$ cat config.mk
export PLATFORM = sky130hd
export DESIGN_NAME = memtest_top
export DESIGN_NICKNAME = d
export VERILOG_FILES = /design/src/rtl/memtest_pkg.sv /design/src/rtl/memtest_patgen.sv /design/src/rtl/memtest_seq.sv /design/src/rtl/memtest_cmp.sv /design/src/rtl/memtest_top.sv
export SDC_FILE = /design/constraint.sdc
export NUM_CORES = 1
export LEC_CHECK = 0
export CORE_MARGIN = 2
export CORE_UTILIZATION = 45
export CTS_CLUSTER_SIZE = 24
export DETAILED_ROUTE_END_ITERATION = 10
export DONT_BUFFER_PORTS = 1
export GPL_TIMING_DRIVEN = 0
export PLACE_DENSITY_LB_ADDON = 0.08
export SYNTH_ARGS = -nofsm -noshare
export SYNTH_HDL_FRONTEND = slang
export SYNTH_SLANG_ARGS = --single-unit
$ cat constraint.sdc
create_clock -name clk -period 4.1 [get_ports clk]
set_input_delay 0.615 -clock clk [delete_from_list [all_inputs] [get_ports clk]]
set_output_delay 0.615 -clock clk [all_outputs]
set_load 0.03 [all_outputs]
$ cat src/rtl/memtest_pkg.sv
package memtest_pkg;

    typedef enum logic [2:0] {
        PH_WALK1 = 3'd0,
        PH_WALK0 = 3'd1,
        PH_FILL1 = 3'd2,
        PH_FILL0 = 3'd3,
        PH_GRAY  = 3'd4
    } phase_e;

    typedef enum logic [2:0] {
        ST_IDLE  = 3'd0,
        ST_WRITE = 3'd1,
        ST_READ  = 3'd2,
        ST_TAIL  = 3'd3,
        ST_DONE  = 3'd4
    } state_e;

    function automatic phase_e next_phase(phase_e ph);
        return phase_e'(ph + 3'd1);
    endfunction

endpackage

$ cat src/rtl/memtest_patgen.sv
module memtest_patgen
    import memtest_pkg::*;
#(
    parameter int DATA_W = 12,
    parameter int ADDR_W = 4
) (
    input  phase_e              phase,
    input  logic [ADDR_W-1:0]   idx,
    output logic [DATA_W-1:0]   word
);
    localparam logic [DATA_W-1:0] ALL1 = '1;
    localparam logic [DATA_W-1:0] ONE  = DATA_W'(1);

    logic              inner;
    logic [DATA_W-1:0] walk;
    logic [DATA_W-1:0] fill;
    logic [DATA_W-1:0] gray;

    always_comb begin
        inner = (idx != '0) && (int'(idx) <= DATA_W);
        walk  = inner ? (ONE << (idx - 1'b1)) : '0;
        fill  = inner ? ~(ALL1 << idx) : '0;
        gray  = DATA_W'(idx ^ (idx >> 1));
        case (phase)
            PH_WALK1: word = walk;
            PH_WALK0: word = ~walk;
            PH_FILL1: word = fill;
            PH_FILL0: word = ~fill;
            default:  word = gray;
        endcase
    end
endmodule

$ cat src/rtl/memtest_seq.sv
module memtest_seq
    import memtest_pkg::*;
#(
    parameter int DATA_W = 12,
    parameter int DEPTH  = 16,
    parameter int ADDR_W = $clog2(DEPTH)
) (
    input  logic              clk,
    input  logic              rst,
    input  logic              start,
    output phase_e            phase,
    output logic [ADDR_W-1:0] idx,
    output logic              we,
    output logic              re,
    output logic              rd_pend,
    output logic [ADDR_W-1:0] rd_idx,
    output logic              clear,
    output logic              done
);
    localparam logic [ADDR_W-1:0] LAST_WALK = ADDR_W'(DATA_W + 1);
    localparam logic [ADDR_W-1:0] LAST_GRAY = ADDR_W'(DEPTH - 1);

    state_e            state;
    logic [ADDR_W-1:0] last_idx;
    logic              at_last;

    always_comb begin
        last_idx = (phase == PH_GRAY) ? LAST_GRAY : LAST_WALK;
        at_last  = (idx == last_idx);
        we       = (state == ST_WRITE);
        re       = (state == ST_READ);
        done     = (state == ST_DONE);
        clear    = start && ((state == ST_IDLE) || (state == ST_DONE));
    end

    always_ff @(posedge clk) begin
        if (rst) begin
            state   <= ST_IDLE;
            phase   <= PH_WALK1;
            idx     <= '0;
            rd_pend <= 1'b0;
            rd_idx  <= '0;
        end else begin
            rd_pend <= (state == ST_READ);
            rd_idx  <= idx;
            case (state)
                ST_IDLE, ST_DONE: begin
                    if (start) begin
                        state <= ST_WRITE;
                        phase <= PH_WALK1;
                        idx   <= '0;
                    end
                end
                ST_WRITE: begin
                    if (at_last) begin
                        idx   <= '0;
                        state <= ST_READ;
                    end else begin
                        idx <= idx + 1'b1;
                    end
                end
                ST_READ: begin
                    if (at_last) begin
                        idx   <= '0;
                        state <= ST_TAIL;
                    end else begin
                        idx <= idx + 1'b1;
                    end
                end
                ST_TAIL: begin
                    if (phase == PH_GRAY) begin
                        state <= ST_DONE;
                    end else begin
                        phase <= next_phase(phase);
                        state <= ST_WRITE;
                    end
                end
                default: state <= ST_IDLE;
            endcase
        end
    end

    // write and read strobes never overlap
    a_r7_strobe_exclusive: assert property (@(posedge clk) disable iff (rst)
        !(we && re));

    // back-to-back writes step the address by one
    a_r7_write_step: assert property (@(posedge clk) disable iff (rst)
        we |=> (!we || idx == $past(idx) + 1'b1));

    // back-to-back reads step the address by one
    a_r7_read_step: assert property (@(posedge clk) disable iff (rst)
        re |=> (!re || idx == $past(idx) + 1'b1));

    // the read pass of a block begins at address zero
    a_r7_read_from_zero: assert property (@(posedge clk) disable iff (rst)
        $rose(re) |-> (idx == '0));

    // done holds until a new start
    a_r10_done_hold: assert property (@(posedge clk) disable iff (rst)
        (done && !start) |=> done);

    // start during a run leaves the block in progress
    a_r10_busy_start_ignored: assert property (@(posedge clk) disable iff (rst)
        (we && start && !at_last) |=> (we && $stable(phase)));
endmodule

$ cat src/rtl/memtest_cmp.sv
module memtest_cmp #(
    parameter int DATA_W = 12,
    parameter int ADDR_W = 4
) (
    input  logic              clk,
    input  logic              rst,
    input  logic              clear,
    input  logic              chk,
    input  logic [ADDR_W-1:0] chk_addr,
    input  logic [DATA_W-1:0] exp_word,
    input  logic [DATA_W-1:0] got_word,
    output logic              fail,
    output logic [ADDR_W-1:0] fail_addr,
    output logic [DATA_W-1:0] fail_exp,
    output logic [DATA_W-1:0] fail_got
);
    logic mismatch;
    assign mismatch = chk && (got_word != exp_word);

    always_ff @(posedge clk) begin
        if (rst || clear) begin
            fail      <= 1'b0;
            fail_addr <= '0;
            fail_exp  <= '0;
            fail_got  <= '0;
        end else if (mismatch && !fail) begin
            fail      <= 1'b1;
            fail_addr <= chk_addr;
            fail_exp  <= exp_word;
            fail_got  <= got_word;
        end
    end

    // fail is sticky until a new run clears it
    a_r9_fail_sticky: assert property (@(posedge clk) disable iff (rst)
        (fail && !clear) |=> fail);

    // the first record is frozen once taken
    a_r9_record_frozen: assert property (@(posedge clk) disable iff (rst)
        (fail && !clear) |=> ($stable(fail_addr) && $stable(fail_exp) && $stable(fail_got)));

    // a checked mismatch always leaves fail set
    a_r9_mismatch_flags: assert property (@(posedge clk) disable iff (rst)
        (mismatch && !clear) |=> fail);

    // an accepted start clears the result
    a_r11_clear_result: assert property (@(posedge clk) disable iff (rst)
        clear |=> (!fail && fail_addr == '0));
endmodule

$ cat src/rtl/memtest_top.sv
module memtest_top
    import memtest_pkg::*;
#(
    parameter int DATA_W = 12,
    parameter int DEPTH  = 16,
    parameter int ADDR_W = $clog2(DEPTH)
) (
    input  logic              clk,
    input  logic              rst,
    input  logic              start,
    output logic              mem_we,
    output logic              mem_re,
    output logic [ADDR_W-1:0] mem_addr,
    output logic [DATA_W-1:0] mem_wdata,
    input  logic [DATA_W-1:0] mem_rdata,
    output logic              done,
    output logic              fail,
    output logic [ADDR_W-1:0] fail_addr,
    output logic [DATA_W-1:0] fail_exp,
    output logic [DATA_W-1:0] fail_got
);
    phase_e            phase;
    logic [ADDR_W-1:0] idx;
    logic              rd_pend;
    logic [ADDR_W-1:0] rd_idx;
    logic              clear;
    logic [DATA_W-1:0] exp_word;

    memtest_seq #(.DATA_W(DATA_W), .DEPTH(DEPTH), .ADDR_W(ADDR_W)) u_seq (
        .clk     (clk),
        .rst     (rst),
        .start   (start),
        .phase   (phase),
        .idx     (idx),
        .we      (mem_we),
        .re      (mem_re),
        .rd_pend (rd_pend),
        .rd_idx  (rd_idx),
        .clear   (clear),
        .done    (done)
    );

    memtest_patgen #(.DATA_W(DATA_W), .ADDR_W(ADDR_W)) u_wr_pat (
        .phase (phase),
        .idx   (idx),
        .word  (mem_wdata)
    );

    memtest_patgen #(.DATA_W(DATA_W), .ADDR_W(ADDR_W)) u_rd_pat (
        .phase (phase),
        .idx   (rd_idx),
        .word  (exp_word)
    );

    memtest_cmp #(.DATA_W(DATA_W), .ADDR_W(ADDR_W)) u_cmp (
        .clk       (clk),
        .rst       (rst),
        .clear     (clear),
        .chk       (rd_pend),
        .chk_addr  (rd_idx),
        .exp_word  (exp_word),
        .got_word  (mem_rdata),
        .fail      (fail),
        .fail_addr (fail_addr),
        .fail_exp  (fail_exp),
        .fail_got  (fail_got)
    );

    assign mem_addr = idx;

    // no strobe while reset holds the block
    a_r1_quiet_in_reset: assert property (@(posedge clk)
        rst |=> (!mem_we && !mem_re && !done));
endmodule

==> impl_metrics.json <==
{
  "status": "finished, final reports clean",
  "synth-seq-area-share_pct": 24.4,
  "reg2reg_to": "u_cmp.fail_exp[4]",
  "clk_latency_ps": 300,
  "dieArea_sq_um": 8760,
  "skew_ps": 14.0,
  "vias": 3211,
  "yosysWarnings": 0,
  "cts_tree": "built",
  "min_path_cells": 1,
  "drc_errors": 0,
  "min_from": "rst",
  "path_clk_slew_ps": 80,
  "grt_pass1_wl_mm": 15.9,
  "detailed_place_hpwl_mm": 7.59,
  "drive_gt1_share_pct": 15.3,
  "setup_ws_ps": 276,
  "reg2reg_depth": 14,
  "root_buffer": "clkbuf_8",
  "holdCritPathClass": "in2reg",
  "setup-violations-final": 0,
  "met3WireLength_um": 591,
  "cts_resized": 0,
  "coreArea_sq_um": 7770,
  "io_pins": 63,
  "grt_pass1_vias": 3064,
  "ant_nets": 0,
  "slew_headroom_pct": 26.7,
  "finalPower_mw": 0.778,
  "grt_max_degree": 13,
  "start_util_pct": 46.5,
  "grt_setup_unrepaired": "no",
  "synth_cell_type_count": 47,
  "fmax_mhz": 262,
  "die_w_um": 93.6,
  "worstMarginPinSlew_ps": 1100,
  "setup_tns_ps": 0,
  "syn-instance-count": 444,
  "overflow": 0,
  "path_max_fanout": 10,
  "powerDensity_nw_per_um2": 202,
  "maxCapViolations": 0,
  "area_growth_pct": 6.89,
  "cts_sinks": 44,
  "syn_area_sq_um": 3610,
  "synth_ff_type": "dfxtp_1",
  "synth-seq-cells": 44,
  "finalMaxSlewViolations": 0,
  "fin_nets": 501,
  "min_period_over_period_pct": 93.3,
  "finalHoldViolCount": 0,
  "dr.pass1.iters": 4,
  "cp.arrival_ps": 3990,
  "dr_wl_met2_mm": 4.20,
  "postCtsHoldBufs": 0,
  "fin_crit_ps": 3820,
  "path_class": "reg2reg",
  "peakVddDrop_v": 0.000203,
  "wl_met1_mm": 4.80,
  "p_leak_nw": 1.47,
  "r2r_slack_ps": 280,
  "track_usage_pct": 22.8,
  "cts_setup_buffers": 0,
  "reg2reg_from": "u_seq.rd_idx[1]",
  "synthesis.nets": 494,
  "cp-start-kind": "register",
  "placementRows": 32,
  "clockBufferDepth": 2,
  "place_ws_ps": 275,
  "htreeDepth": 2,
  "place_congestion": 0.908,
  "antenna_found_initial": 0,
  "top_layer": "met4",
  "drt-total-wl_mm": 9.73,
  "diodes": 0,
  "synth_edf_count": 0,
  "hold_path_end": "u_seq.phase[1]",
  "fp.dieH_um": 93.6,
  "cts_buffers": 5,
  "cp-end-kind": "register",
  "drt_iter0_drc": 272,
  "routed_via_density": 5.81,
  "avgRoutedWirePerCell_um": 17.6,
  "cp.required_ps": 4260,
  "io_buffers": 0,
  "synth_area_per_cell_sq_um": 8.14,
  "async_reset_ff_share_pct": 0
}
==> per-layer routing <==
| metal | track usage (%) | up-vias |
|---|---|---|
| met5 | 0 | - |
| met1 | 34.4 | 1522 |
| met4 | 4.95 | 0 |
| met2 | 33.6 | 72 |
| met3 | 4.51 | 13 |
| li1 | - | 1604 |
==> state kept, by name (all words and copies together), names as in the netlist <==
register         flops
u_seq.rd_idx         4
u_cmp.fail_got      12
u_cmp.fail_exp      12
u_cmp.fail_addr      4
u_seq.state          3
u_seq.rd_pend        1
u_seq.idx            4
u_seq.phase          3
u_cmp.fail           1
==> worst max-delay path, stage by stage, from the launching register on <==
cell and delay [ps]:
dfxtp_1 520, inv_1 190, ha_1 260, mux2i_1 360, buf_2 290, nand3b_1 110
or3_1 310, a41oi_1 500, xnor2_1 180, nand2_1 110, o41a_1 390, buf_6 150
buf_6 150, nand3_2 90, a21oi_2 60
==> logic make-up after synthesis <==
| family | Yosys count | share of synthesized area (%) |
|---|---|---|
| flops | 44 | 24.4 |
| buf+inv | 56 | 7.17 |
| fa+ha+maj | 35 | 12.1 |
| compound gates | 131 | 23.2 |
| xor+xnor | 14 | 3.60 |
| mux | 37 | 10.3 |
| simple gates | 127 | 19.2 |
==> per-stage QoR <==
step	std cells	utilization (%)	cell area, sq um	hold WS (ps)
after floorplan	444	-	3610	471
after CTS	553	49.1	3820	369
after detailed placement	546	48.1	3740	506
after global placement	546	48.1	3740	495
after global routing	553	49.7	3860	362
final	553	49.7	3860	378
==> Yosys cell counts, types with 2 or more instances <==
cell type / count / area, sq um
a21boi_0: 3 / 22.5
a21oi_1: 36 / 180
a21oi_2: 14 / 123
a31oi_1: 11 / 68.8
a32oi_1: 2 / 17.5
a41oi_1: 3 / 26.3
and2_1: 2 / 12.5
buf_2: 9 / 45.0
buf_4: 4 / 30.0
buf_6: 3 / 33.8
clkbuf_1: 17 / 63.8
dfxtp_1: 44 / 881
ha_1: 35 / 438
inv_1: 21 / 78.8
inv_2: 2 / 7.51
mux2i_1: 36 / 360
nand2_1: 24 / 90.1
nand2b_1: 6 / 37.5
nand3_1: 25 / 125
nand3_2: 12 / 120
nand3b_1: 6 / 45.0
nand4_1: 7 / 43.8
nor2_1: 26 / 97.6
nor2b_1: 5 / 31.3
nor3b_1: 4 / 30.0
o211ai_1: 2 / 15.0
o21ai_0: 19 / 95.1
o21ai_1: 28 / 140
o31ai_1: 3 / 22.5
or3_1: 7 / 43.8
xnor2_1: 11 / 96.3
xor2_1: 2 / 17.5
==> layout make-up <==
type,instances,area (sq um)
flip-flops and latches,44,882
clock buffers,6,72.6
plain buffers,33,175
well taps,102,128
multi-input cells,344,2510
fillers,804,3910
clock inverters,1,5.00
inverters,23,86.3
==> worst max path at each step <==
stage	endpoint	from	slack (ps)	cells after the start
global placement	u_cmp.fail_got[11]	u_seq.phase[2]	280	14
CTS	mem_wdata[5]	u_seq.idx[0]	40	7
global route	u_cmp.fail_exp[11]	u_seq.rd_idx[1]	10	13
finish	u_cmp.fail_exp[4]	u_seq.rd_idx[1]	280	14
floorplan	u_cmp.fail_got[11]	u_seq.rd_idx[0]	870	14
detailed placement	u_cmp.fail_exp[5]	u_seq.phase[2]	280	14
==> layout by cell type (no fill, tap or decap), drive strengths merged, types with 2 or more instances in the layout <==
cell,n
buf,16
a32oi,2
or3,7
nor2b,5
nand2b,6
o211ai,2
o41ai,2
o21ai,47
clkbuf,23
a21boi,4
a41oi,3
a31oi,11
a21oi,50
o31ai,3
dfxtp,44
nand4,7
mux2i,36
ha,35
nor2,26
and2,2
inv,23
xnor2,12
xor2,2
nand2,24
nand3b,6
nand3,37
nor3b,4
==> report_power, final <==
group	internal (mW)	total [mW]	leakage, nW	switching, mW
clock	0.116	0.259	0.0410	0.143
sequential	0.430	0.438	0.355	0.00882
combinational	0.0272	0.0813	1.07	0.0541
total	0.573	0.778	1.47	0.206
Power figures use the tool's default switching activity.
